$ cat config.mk
export PLATFORM = sky130hd
export DESIGN_NAME = d2h_shadow_status
export DESIGN_NICKNAME = d
export VERILOG_FILES = /design/src/rtl/d2h_pkg.sv /design/src/rtl/d2h_frame_tracker.sv /design/src/rtl/d2h_frame_classifier.sv /design/src/rtl/d2h_shadow_bank.sv /design/src/rtl/d2h_shadow_status.sv
export SDC_FILE = /design/constraint.sdc
export NUM_CORES = 1
export LEC_CHECK = 0
export CELL_PAD_IN_SITES_DETAIL_PLACEMENT = 1
export CELL_PAD_IN_SITES_GLOBAL_PLACEMENT = 2
export CORE_ASPECT_RATIO = 2
export CORE_MARGIN = 3
export CORE_UTILIZATION = 33
export CTS_CLUSTER_DIAMETER = 120
export DETAILED_ROUTE_END_ITERATION = 6
export PLACE_DENSITY_LB_ADDON = 0.1
export SYNTH_ARGS = -nofsm -noshare
export SYNTH_HDL_FRONTEND = slang
export SYNTH_SLANG_ARGS = --single-unit
$ cat constraint.sdc
create_clock -name clk -period 2.9 [get_ports clk]
set_input_delay 0.29 -clock clk [delete_from_list [all_inputs] [get_ports clk]]
set_output_delay 0.29 -clock clk [all_outputs]
set_load 0.1 [all_outputs]
$ cat src/rtl/d2h_pkg.sv
package d2h_pkg;

   // frame type codes, low byte of dword 0
   localparam logic [7:0] TY_REG  = 8'h34;
   localparam logic [7:0] TY_ACT  = 8'h39;
   localparam logic [7:0] TY_FDMA = 8'h41;
   localparam logic [7:0] TY_DATA = 8'h46;
   localparam logic [7:0] TY_BIST = 8'h58;
   localparam logic [7:0] TY_PIO  = 8'h5F;
   localparam logic [7:0] TY_SDB  = 8'hA1;

   // status bits left alone by a set-device-bits frame
   localparam int ST_BUSY = 7;
   localparam int ST_XREQ = 3;

   // header field positions in dword 0
   localparam int HB_IRQ = 14;
   localparam int HB_DIR = 13;

   localparam logic [7:0] STATUS_RST = 8'h80;

   typedef enum logic [2:0] {
      K_NONE,
      K_REG,
      K_PIO,
      K_DATA,
      K_SDB,
      K_QUIET,
      K_BAD
   } kind_e;

   // fixed dword count for a type; 0 = variable or unknown
   function automatic int fixed_len(input logic [7:0] ty);
      case (ty)
         TY_REG:  return 5;
         TY_ACT:  return 1;
         TY_FDMA: return 7;
         TY_BIST: return 3;
         TY_PIO:  return 5;
         TY_SDB:  return 2;
         default: return 0;
      endcase
   endfunction

endpackage

$ cat src/rtl/d2h_frame_tracker.sv
module d2h_frame_tracker #(
   parameter int DW = 32,
   parameter int CW = 13
) (
   input  logic          clk,
   input  logic          rst_n,
   input  logic          rd_valid,
   input  logic          rd_sof,
   input  logic          rd_eof,
   input  logic [DW-1:0] rd_data,
   output logic          done_o,
   output logic          abort_o,
   output logic [CW-1:0] len_o,
   output logic [DW-1:0] head_o,
   output logic [DW-1:0] fourth_o
);

   localparam logic [CW-1:0] CNT_MAX   = '1;
   localparam logic [CW-1:0] IDX_FOUR  = CW'(3);
   localparam logic [CW-1:0] CNT_FIRST = CW'(1);

   logic          open_q;
   logic [CW-1:0] cnt_q;
   logic [CW-1:0] cnt_inc;

   // saturating count so long frames cannot wrap into a legal length
   always_comb begin
      if (cnt_q == CNT_MAX) cnt_inc = cnt_q;
      else                  cnt_inc = cnt_q + CW'(1);
   end

   always_ff @(posedge clk or negedge rst_n) begin
      if (!rst_n) begin
         open_q   <= 1'b0;
         cnt_q    <= '0;
         done_o   <= 1'b0;
         abort_o  <= 1'b0;
         len_o    <= '0;
         head_o   <= '0;
         fourth_o <= '0;
      end else begin
         done_o  <= 1'b0;
         abort_o <= 1'b0;
         if (rd_valid) begin
            if (rd_sof) begin
               abort_o <= open_q;
               head_o  <= rd_data;
               cnt_q   <= CNT_FIRST;
               if (rd_eof) begin
                  done_o <= 1'b1;
                  len_o  <= CNT_FIRST;
                  open_q <= 1'b0;
               end else begin
                  open_q <= 1'b1;
               end
            end else if (open_q) begin
               cnt_q <= cnt_inc;
               if (cnt_q == IDX_FOUR) fourth_o <= rd_data;
               if (rd_eof) begin
                  done_o <= 1'b1;
                  len_o  <= cnt_inc;
                  open_q <= 1'b0;
               end
            end
         end
      end
   end

endmodule

$ cat src/rtl/d2h_frame_classifier.sv
module d2h_frame_classifier
   import d2h_pkg::*;
#(
   parameter int DW          = 32,
   parameter int CW          = 13,
   parameter int MAX_DATA_DW = 2048
) (
   input  logic          done_i,
   input  logic [CW-1:0] len_i,
   input  logic [DW-1:0] head_i,
   output kind_e         kind_o
);

   localparam logic [CW-1:0] DATA_MIN = CW'(2);
   localparam logic [CW-1:0] DATA_MAX = CW'(MAX_DATA_DW + 1);

   logic [7:0] ty;
   logic       len_fixed_ok;
   logic       len_data_ok;

   assign ty           = head_i[7:0];
   assign len_fixed_ok = (fixed_len(ty) != 0) && (len_i == CW'(fixed_len(ty)));
   assign len_data_ok  = (len_i >= DATA_MIN) && (len_i <= DATA_MAX);

   always_comb begin
      kind_o = K_NONE;
      if (done_i) begin
         case (ty)
            TY_REG:  kind_o = len_fixed_ok ? K_REG  : K_BAD;
            TY_PIO:  kind_o = len_fixed_ok ? K_PIO  : K_BAD;
            TY_SDB:  kind_o = len_fixed_ok ? K_SDB  : K_BAD;
            TY_DATA: kind_o = len_data_ok  ? K_DATA : K_BAD;
            TY_ACT, TY_FDMA, TY_BIST:
                     kind_o = len_fixed_ok ? K_QUIET : K_BAD;
            default: kind_o = K_BAD;
         endcase
      end
   end

endmodule

$ cat src/rtl/d2h_shadow_bank.sv
module d2h_shadow_bank
   import d2h_pkg::*;
#(
   parameter bit SET_OVER_CLEAR = 1'b1
) (
   input  logic       clk,
   input  logic       rst_n,
   input  kind_e      kind_i,
   input  logic       abort_i,
   input  logic [7:0] hdr_status_i,
   input  logic [7:0] hdr_error_i,
   input  logic       hdr_irq_i,
   input  logic       hdr_dir_i,
   input  logic [7:0] end_status_i,
   input  logic       rd_status,
   output logic [7:0] status_o,
   output logic [7:0] error_o,
   output logic       irq_o,
   output logic       pio_dir_o,
   output logic       proto_err_o,
   output logic       pend_o,
   output logic       set_evt_o
);

   logic [7:0] end_q;
   logic [7:0] sdb_status;

   // merge set-device-bits fields, keeping busy and data-request
   always_comb begin
      sdb_status          = {1'b0, hdr_status_i[6:4], 1'b0, hdr_status_i[2:0]};
      sdb_status[ST_BUSY] = status_o[ST_BUSY];
      sdb_status[ST_XREQ] = status_o[ST_XREQ];
   end

   assign set_evt_o = hdr_irq_i &&
                      (kind_i == K_REG || kind_i == K_PIO || kind_i == K_SDB);

   always_ff @(posedge clk or negedge rst_n) begin
      if (!rst_n) begin
         status_o    <= STATUS_RST;
         error_o     <= 8'h00;
         pio_dir_o   <= 1'b0;
         pend_o      <= 1'b0;
         end_q       <= 8'h00;
         proto_err_o <= 1'b0;
      end else begin
         proto_err_o <= abort_i || (kind_i == K_BAD);
         case (kind_i)
            K_REG: begin
               status_o <= hdr_status_i;
               error_o  <= hdr_error_i;
               pend_o   <= 1'b0;
            end
            K_PIO: begin
               status_o  <= hdr_status_i;
               error_o   <= hdr_error_i;
               pio_dir_o <= hdr_dir_i;
               end_q     <= end_status_i;
               pend_o    <= 1'b1;
            end
            K_DATA: begin
               if (pend_o) begin
                  status_o <= end_q;
                  pend_o   <= 1'b0;
               end
            end
            K_SDB: begin
               status_o <= sdb_status;
               error_o  <= hdr_error_i;
            end
            default: ;
         endcase
      end
   end

   generate
      if (SET_OVER_CLEAR) begin : g_set_wins
         always_ff @(posedge clk or negedge rst_n) begin
            if (!rst_n)         irq_o <= 1'b0;
            else if (set_evt_o) irq_o <= 1'b1;
            else if (rd_status) irq_o <= 1'b0;
         end
      end else begin : g_clear_wins
         always_ff @(posedge clk or negedge rst_n) begin
            if (!rst_n)         irq_o <= 1'b0;
            else if (rd_status) irq_o <= 1'b0;
            else if (set_evt_o) irq_o <= 1'b1;
         end
      end
   endgenerate

endmodule

$ cat src/rtl/d2h_shadow_status.sv
module d2h_shadow_status
   import d2h_pkg::*;
#(
   parameter int DW             = 32,
   parameter int MAX_DATA_DW    = 2048,
   parameter bit SET_OVER_CLEAR = 1'b1
) (
   input  logic          clk,
   input  logic          rst_n,
   input  logic          rd_valid,
   input  logic          rd_sof,
   input  logic          rd_eof,
   input  logic [DW-1:0] rd_data,
   input  logic          rd_status,
   output logic [7:0]    status_o,
   output logic [7:0]    error_o,
   output logic          irq_o,
   output logic          pio_dir_o,
   output logic          proto_err_o
);

   localparam int CW = $clog2(MAX_DATA_DW + 2) + 1;

   generate
      if (DW != 32) begin : g_bad_dw
         $error("d2h_shadow_status: DW must be 32");
      end
      if (MAX_DATA_DW < 1 || MAX_DATA_DW > 65536) begin : g_bad_max
         $error("d2h_shadow_status: MAX_DATA_DW out of range");
      end
   endgenerate

   logic          done;
   logic          abort;
   logic [CW-1:0] len;
   logic [DW-1:0] head;
   logic [DW-1:0] fourth;
   kind_e         kind;
   logic          pend;
   logic          set_evt;
   logic          unused_bits;

   assign unused_bits = ^{head[15], head[12:8], fourth[23:0]};

   d2h_frame_tracker #(
      .DW (DW),
      .CW (CW)
   ) u_trk (
      .clk      (clk),
      .rst_n    (rst_n),
      .rd_valid (rd_valid),
      .rd_sof   (rd_sof),
      .rd_eof   (rd_eof),
      .rd_data  (rd_data),
      .done_o   (done),
      .abort_o  (abort),
      .len_o    (len),
      .head_o   (head),
      .fourth_o (fourth)
   );

   d2h_frame_classifier #(
      .DW          (DW),
      .CW          (CW),
      .MAX_DATA_DW (MAX_DATA_DW)
   ) u_cls (
      .done_i (done),
      .len_i  (len),
      .head_i (head),
      .kind_o (kind)
   );

   d2h_shadow_bank #(
      .SET_OVER_CLEAR (SET_OVER_CLEAR)
   ) u_bank (
      .clk          (clk),
      .rst_n        (rst_n),
      .kind_i       (kind),
      .abort_i      (abort),
      .hdr_status_i (head[23:16]),
      .hdr_error_i  (head[31:24]),
      .hdr_irq_i    (head[HB_IRQ]),
      .hdr_dir_i    (head[HB_DIR]),
      .end_status_i (fourth[31:24]),
      .rd_status    (rd_status),
      .status_o     (status_o),
      .error_o      (error_o),
      .irq_o        (irq_o),
      .pio_dir_o    (pio_dir_o),
      .proto_err_o  (proto_err_o),
      .pend_o       (pend),
      .set_evt_o    (set_evt)
   );

endmodule

* Word-level counts from Yosys, hierarchy flattened
Index checks and enable logic that the tools add are counted.
Widths: inputs -> output; s select.
** Word-level totals
- Register bits :: 121
- Input bits :: 38
- Output and inout port bits :: 19
- Logic and storage cells :: 88
** Cells by class
- Add/subtract/negate cells :: 1
- Magnitude comparators :: 2
- Eq/ne operators :: 16
- Mux-type cells :: 29
- Bitwise gates (word level) :: 2
- Reductions and logical operators :: 23
** Operators by type and width (number)
- $mux 13 :: 7
- $eq 8x7->1 const B :: 4
- $reduce_bool 32->1 :: 1
- $pmux 3 s5 :: 2
- $pmux 8 s3 :: 1
- $eq 8x6->1 const B :: 2
- $add 13x1->13 const B :: 1
- $eq 13x13->1 const B :: 1
- $eq 13x2->1 const B :: 1
- $eq 13x3->1 :: 1
- $ge 13x2->1 const B :: 1
- $le 13x12->1 const B :: 1
- $mux 3 :: 4
- $mux 1 :: 11
- $eq 8x8->1 const B :: 1
- $mux 8 :: 1
- $reduce_bool 2->1 :: 4
- $eq 3x2->1 const B :: 2
- $eq 3x3->1 const B :: 2
- $reduce_and 2->1 :: 3
- $reduce_and 3->1 :: 2
- $reduce_or 2->1 :: 3
- $reduce_or 3->1 :: 2
- $mux 2 :: 2
- other kinds (8) :: 13

* Longest topological paths before layout
- Depth in word-level cells :: 13
- Depth in mapped cells :: 10
- Gate-level depth less buffers :: 9

* Modules after synthesis
Synthesis repeated with hierarchy kept, for this count alone.
** Unflattened totals
- Cells, all modules :: 473
- Area, all modules :: 5835.6 µm²
** By module, submodules not included
- d2h_frame_tracker :: instances 1, cells an instance 322, area an instance 4172.8 µm², sequential area each 2327.2 µm²
- d2h_shadow_bank :: instances 1, cells an instance 95, area an instance 1248.7 µm², sequential area each 701.9 µm²
- d2h_frame_classifier :: instances 1, cells an instance 56, area an instance 414.1 µm², sequential area each 0.0 µm²

* Least setup slack after synthesis
Ideal clock, no wire load.
- Path type :: register -> register
- Start point :: register u_trk.head_o[1]
- End point :: register u_bank.status_o[0]
- Library setup time :: 0.125 ns
- Data arrival time :: 2.628 ns
- Data required time :: 2.775 ns
- Path slack :: 0.147 ns
- Cell stages (with the launch flop) :: 9
- Buffers on the path :: 0
- Period minus slack after synthesis :: 2.753 ns
- Cell sequence :: dfrtp_1 or4_4 a211oi_2 o21ai_1 a2111oi_4 a21o_2 a31oi_1 a311o_4 mux2_4
** Between the ends
- Cells in the longest elaborated chain, start to end :: 12
- Elaborated cells on any way between the ends :: 28
- Classes of those cells :: eq/ne: 13; mux: 8; reduce/logical: 7
** Ends and longest elaborated chain
- start: declaration :: RTL line d2h_frame_tracker.sv:14 : output logic [DW-1:0] head_o,
- start signal: assignment :: RTL line d2h_frame_tracker.sv:47 : head_o <= rd_data;
- $eq 8x6->1 or $eq 8x7->1 (tied branches) :: RTL line d2h_pkg.sv:34, d2h_frame_classifier.sv:28
- $reduce_or 2->1 (no line)
- $pmux 3 s5 :: RTL line d2h_pkg.sv:34 : case (ty)
- $reduce_bool 32->1 or $eq 13x3->1 (tied branches) :: RTL line d2h_frame_classifier.sv:22 : assign len_fixed_ok = (fixed_len(ty) != 0) && (len_i == CW'(fixed_len(ty)));
- $logic_and 1x1->1 :: RTL line d2h_frame_classifier.sv:22
- $mux 2 (tied with other cells) :: RTL line d2h_frame_classifier.sv:34 : kind_o = len_fixed_ok ? K_QUIET : K_BAD;
- $pmux 3 s5 (*) :: RTL line d2h_frame_classifier.sv:28 : case (ty)
- $mux 3 (*) :: RTL line d2h_frame_classifier.sv:27 : if (done_i) begin
- $eq 3x2->1 or $eq 3x1->1 (tied branches) :: RTL line d2h_shadow_bank.sv:48 : case (kind_i)
- $reduce_or 2->1 (no line)
- $reduce_bool 3->1 (no line)
- $reduce_and 2->1 (no line)
- end signal: assignment :: RTL line d2h_shadow_bank.sv:50 : status_o <= hdr_status_i;
- end signal: assignment :: RTL line d2h_shadow_bank.sv:55 : status_o <= hdr_status_i;
- end signal: assignment :: RTL line d2h_shadow_bank.sv:63 : status_o <= end_q;
- end: declaration :: RTL line d2h_shadow_bank.sv:16 : output logic [7:0] status_o,
Every way passes the cells marked *; elsewhere a longest branch is shown, timed or not.
A chain may end at the register's enable or synchronous reset.

* Final worst setup path
- Start point :: register u_trk.head_o[2]
- End point :: register u_bank.status_o[2]
Same word-level chain as after synthesis.

==> results.md <==
- Run status: finished clean
- Clock Latency Late Sink: 0.34 ns
- Clock Path Buffers: 2
- Path depth of the worst reg2reg path: 8
- Vias in the first global route: roughly 3600
- Register area share after synthesis: a little over half
- Largest net degree at the start of global routing: 53
- Layout overhead on the synthesized area: 30.0%
- Cell taking the most area after synthesis: dfrtp_1
- Yosys warns: 0
- DIE HEIGHT: 168 um
- Antenna-violating nets left: 0
- Final WL: 11.0 mm
- Tmin final: 2.87 ns
- Main synth FF type: dfrtp_1
- Wire per inst: 17.8 um
- Root Buffer: clkbuf_16
- Maxcap violations: 0
- Dpl hpwl: 8.51 mm
- Avg Synthesized Cell Area: 11.5 um2
- Drt drc: 0
- Critical Path End: u_bank.status_o[2]
- Tot Pwr: 3300 uW
- Synth Register Bits: approximately 90
- Post-synth ARST share: 100%
- Post-Syn Nets: 415
- CP Launch Type: flop
- Post-synthesis cell area: about 4300 um2
- CTS Sinks: 91
- Fin nets: between 400 and 500
- DR pass1 iterations: 4
- Final setup vio count: 0
- Worst reg2reg endpoint: u_bank.status_o[2]
- Number of port buffers: 50
- Final hold viol count: 0
- GRT Overall Usage: 15.8%
- Worst endpoint data arrival time: 3.10 ns
- Slew margin rel.: 55.6%
- DR vias/cell: 5.19
- Initial drt markers: 59
- Fmax: 349 MHz
- Worst-path fanout max: 6
- Post-synth EDFFs: 0
- Initial antenna violation count: 0
- Synth top area share: 52.1%
- Share of layout cells above drive strength 1: 34.2%
- RR Startpoint: u_trk.head_o[2]
- Worst-Margin Slew: 0.667 ns
- Leakage power: 0.00254 uW
- Clock Skew: approximately 0.011 ns
- N_diodes: 0
- Row count: 58
- Required @ worst endpoint: around 3.1 ns
- Core area: 12700 um2
- Main area contributors after synthesis: dfrtp_1, mux2_2, mux2_1
- # IOs: 57
- Die X-Extent: 86.9 um
- Gate count of the mapped netlist: approximately 380
- GRT overflow: 0
- Slew Viols, Final: 0
- Critical path class: reg -> reg
- Worst Setup SP: u_trk.head_o[2]
- Fin crit share: 98.9%
- Synth cell types: 60
- Die area: roughly 15000 um2
- Fin util: ~44%
- Clk slew on worst S/H paths: 0.07 ns
- DR vias: 3193
- Starting Density: about a third
- Largest vdd supply drop: 311 uV
- CTS tree: done
- Setup TNS: 0 ns
- Fillers: between 1000 and 1500
- Reg2reg setup slack: 0.03 ns
- P per Cell Area: 587 nW/um2
- CTS H-tree lvls: 3
- CP endpoint kind: flop
- First-pass GRT wire length: 17.9 mm
- RSZ-0062 raised after global routing: true
- Post-route cell area: 5620 um2
- CTS Buf Count: 9
- Routability congestion estimate: 0.824
- Class of the worst hold path: reg -> reg
- Dpl cell area: 5150 um2
[per-stage QoR]
stage	std cells	hold WS, ns	setup slack [ns]
after global placement	590	0.359	-0.0336
after CTS	612	0.481	0.00751
after global routing	615	0.487	-0.0953
after floorplan	376	-0.00559	0.147
final	615	0.485	0.0318
after detailed placement	590	0.365	-0.161
[state kept, by name, summed over array words and instances (netlist names)]
signal              cells
u_bank.end_q            8
u_bank.error_o          8
u_bank.irq_o            1
u_bank.pend_o           1
u_bank.pio_dir_o        1
u_bank.proto_err_o      1
u_bank.status_o         8
u_trk.abort_o           1
u_trk.cnt_q            13
u_trk.done_o            1
u_trk.fourth_o          8
u_trk.head_o           26
u_trk.len_o            13
u_trk.open_q            1
[layout by cell type, fill, tap and decap left out, drive strengths merged, types with 3 or more instances in the layout]
cell type / netlist / routed
clkdlybuf4s50: 0 / 30
nor4: 5 / 5
mux2: 62 / 62
a21oi: 12 / 12
nand4b: 4 / 4
nor2: 17 / 17
nor3: 5 / 5
inv: 9 / 13
nand2: 34 / 34
o31ai: 7 / 7
a31oi: 3 / 3
nand4: 4 / 4
xnor2: 6 / 6
clkbuf: 15 / 9
dfrtp: 90 / 90
o21ai: 34 / 34
buf: 5 / 62
nand2b: 3 / 3
and3: 5 / 5
and2: 3 / 3
or4: 3 / 3
xor2: 4 / 4
nand3: 9 / 9
[area by class of cell]
class / instances / area, um2 / area share (%)
Clock inverter: 7 / 66.3 / 1.18
Inverter: 9 / 33.8 / 0.601
Tap cell: 150 / 188 / 3.34
Multi-Input combinational cell: 256 / 2010 / 35.8
Clock buffer: 9 / 225 / 4.01
Timing Repair Buffer: 93 / 813 / 14.5
Sequential cell: 91 / 2280 / 40.6
[worst max-delay path: stages (launching register included)]
cell and delay (ns):
dfrtp_2 0.44, or4b_4 0.56, a21oi_4 0.16, o21bai_2 0.10
a2111oi_4 0.45, and2_4 0.22, a31oi_2 0.10, a311o_4 0.42
mux2_4 0.32
[where the power goes]
group | total, uW | leakage (uW) | internal, uW | switching, uW
Clock | 1150 | 0.000138 | 604 | 543
Sequential | 1520 | 0.00118 | 1410 | 108
Combinational | 631 | 0.00121 | 294 | 336
[kinds of logic after synthesis]
group,Yosys count,synth area share (%)
XOR/XNOR,10,2.03
flip-flops,91,52.7
AND/OR/NAND/NOR,108,13.8
AO/OA/AOI/OAI,74,11.3
multiplexers,63,16.9
adder cells (fa/ha/maj),1,0.290
buffers and inverters,29,2.92
[synthesized netlist by cell type (6+ instances only)]
master / count
nor2_1: 15
mux2_4: 6
mux2_2: 41
o21ai_0: 33
clkbuf_1: 15
nand2_1: 34
inv_1: 9
mux2_1: 15
a21oi_1: 11
o31ai_1: 7
nand3_1: 9
xnor2_1: 6
dfrtp_1: 90
[routing by layer]
layer	wire length [um]	track usage, %	vias to the layer above	part of all wire, %
met3	275	2.25	20	2.5
met1	3920	15.5	1603	36
met2	6460	31.0	48	59
li1	-	-	1522	-
met4	318	7.06	0	2.9
met5	0	0	-	0
[repair_timing]
| item | CTS | global route |
|---|---|---|
| hold endpoints to repair | 10 | 0 |
| hold buffers | 1 | 0 |
| endpoints found under the setup margin | 23 | 23 |
| setup buffers | 5 | 3 |
| pin swaps | 7 | 1 |
| resized for setup | 5 | 22 |
[worst min-delay path by stage]
stage,from,endpoint,cells past startpoint
final,u_trk.abort_o,u_bank.proto_err_o,1
after global routing,u_trk.abort_o,u_bank.proto_err_o,1
after CTS,u_trk.abort_o,u_bank.proto_err_o,1
after detailed placement,rst_n,u_bank.pio_dir_o,1
after global placement,rst_n,u_trk.head_o[13],1
after floorplan,rst_n,u_bank.end_q[0],0
No activity file was read; power rests on OpenSTA's default activity.
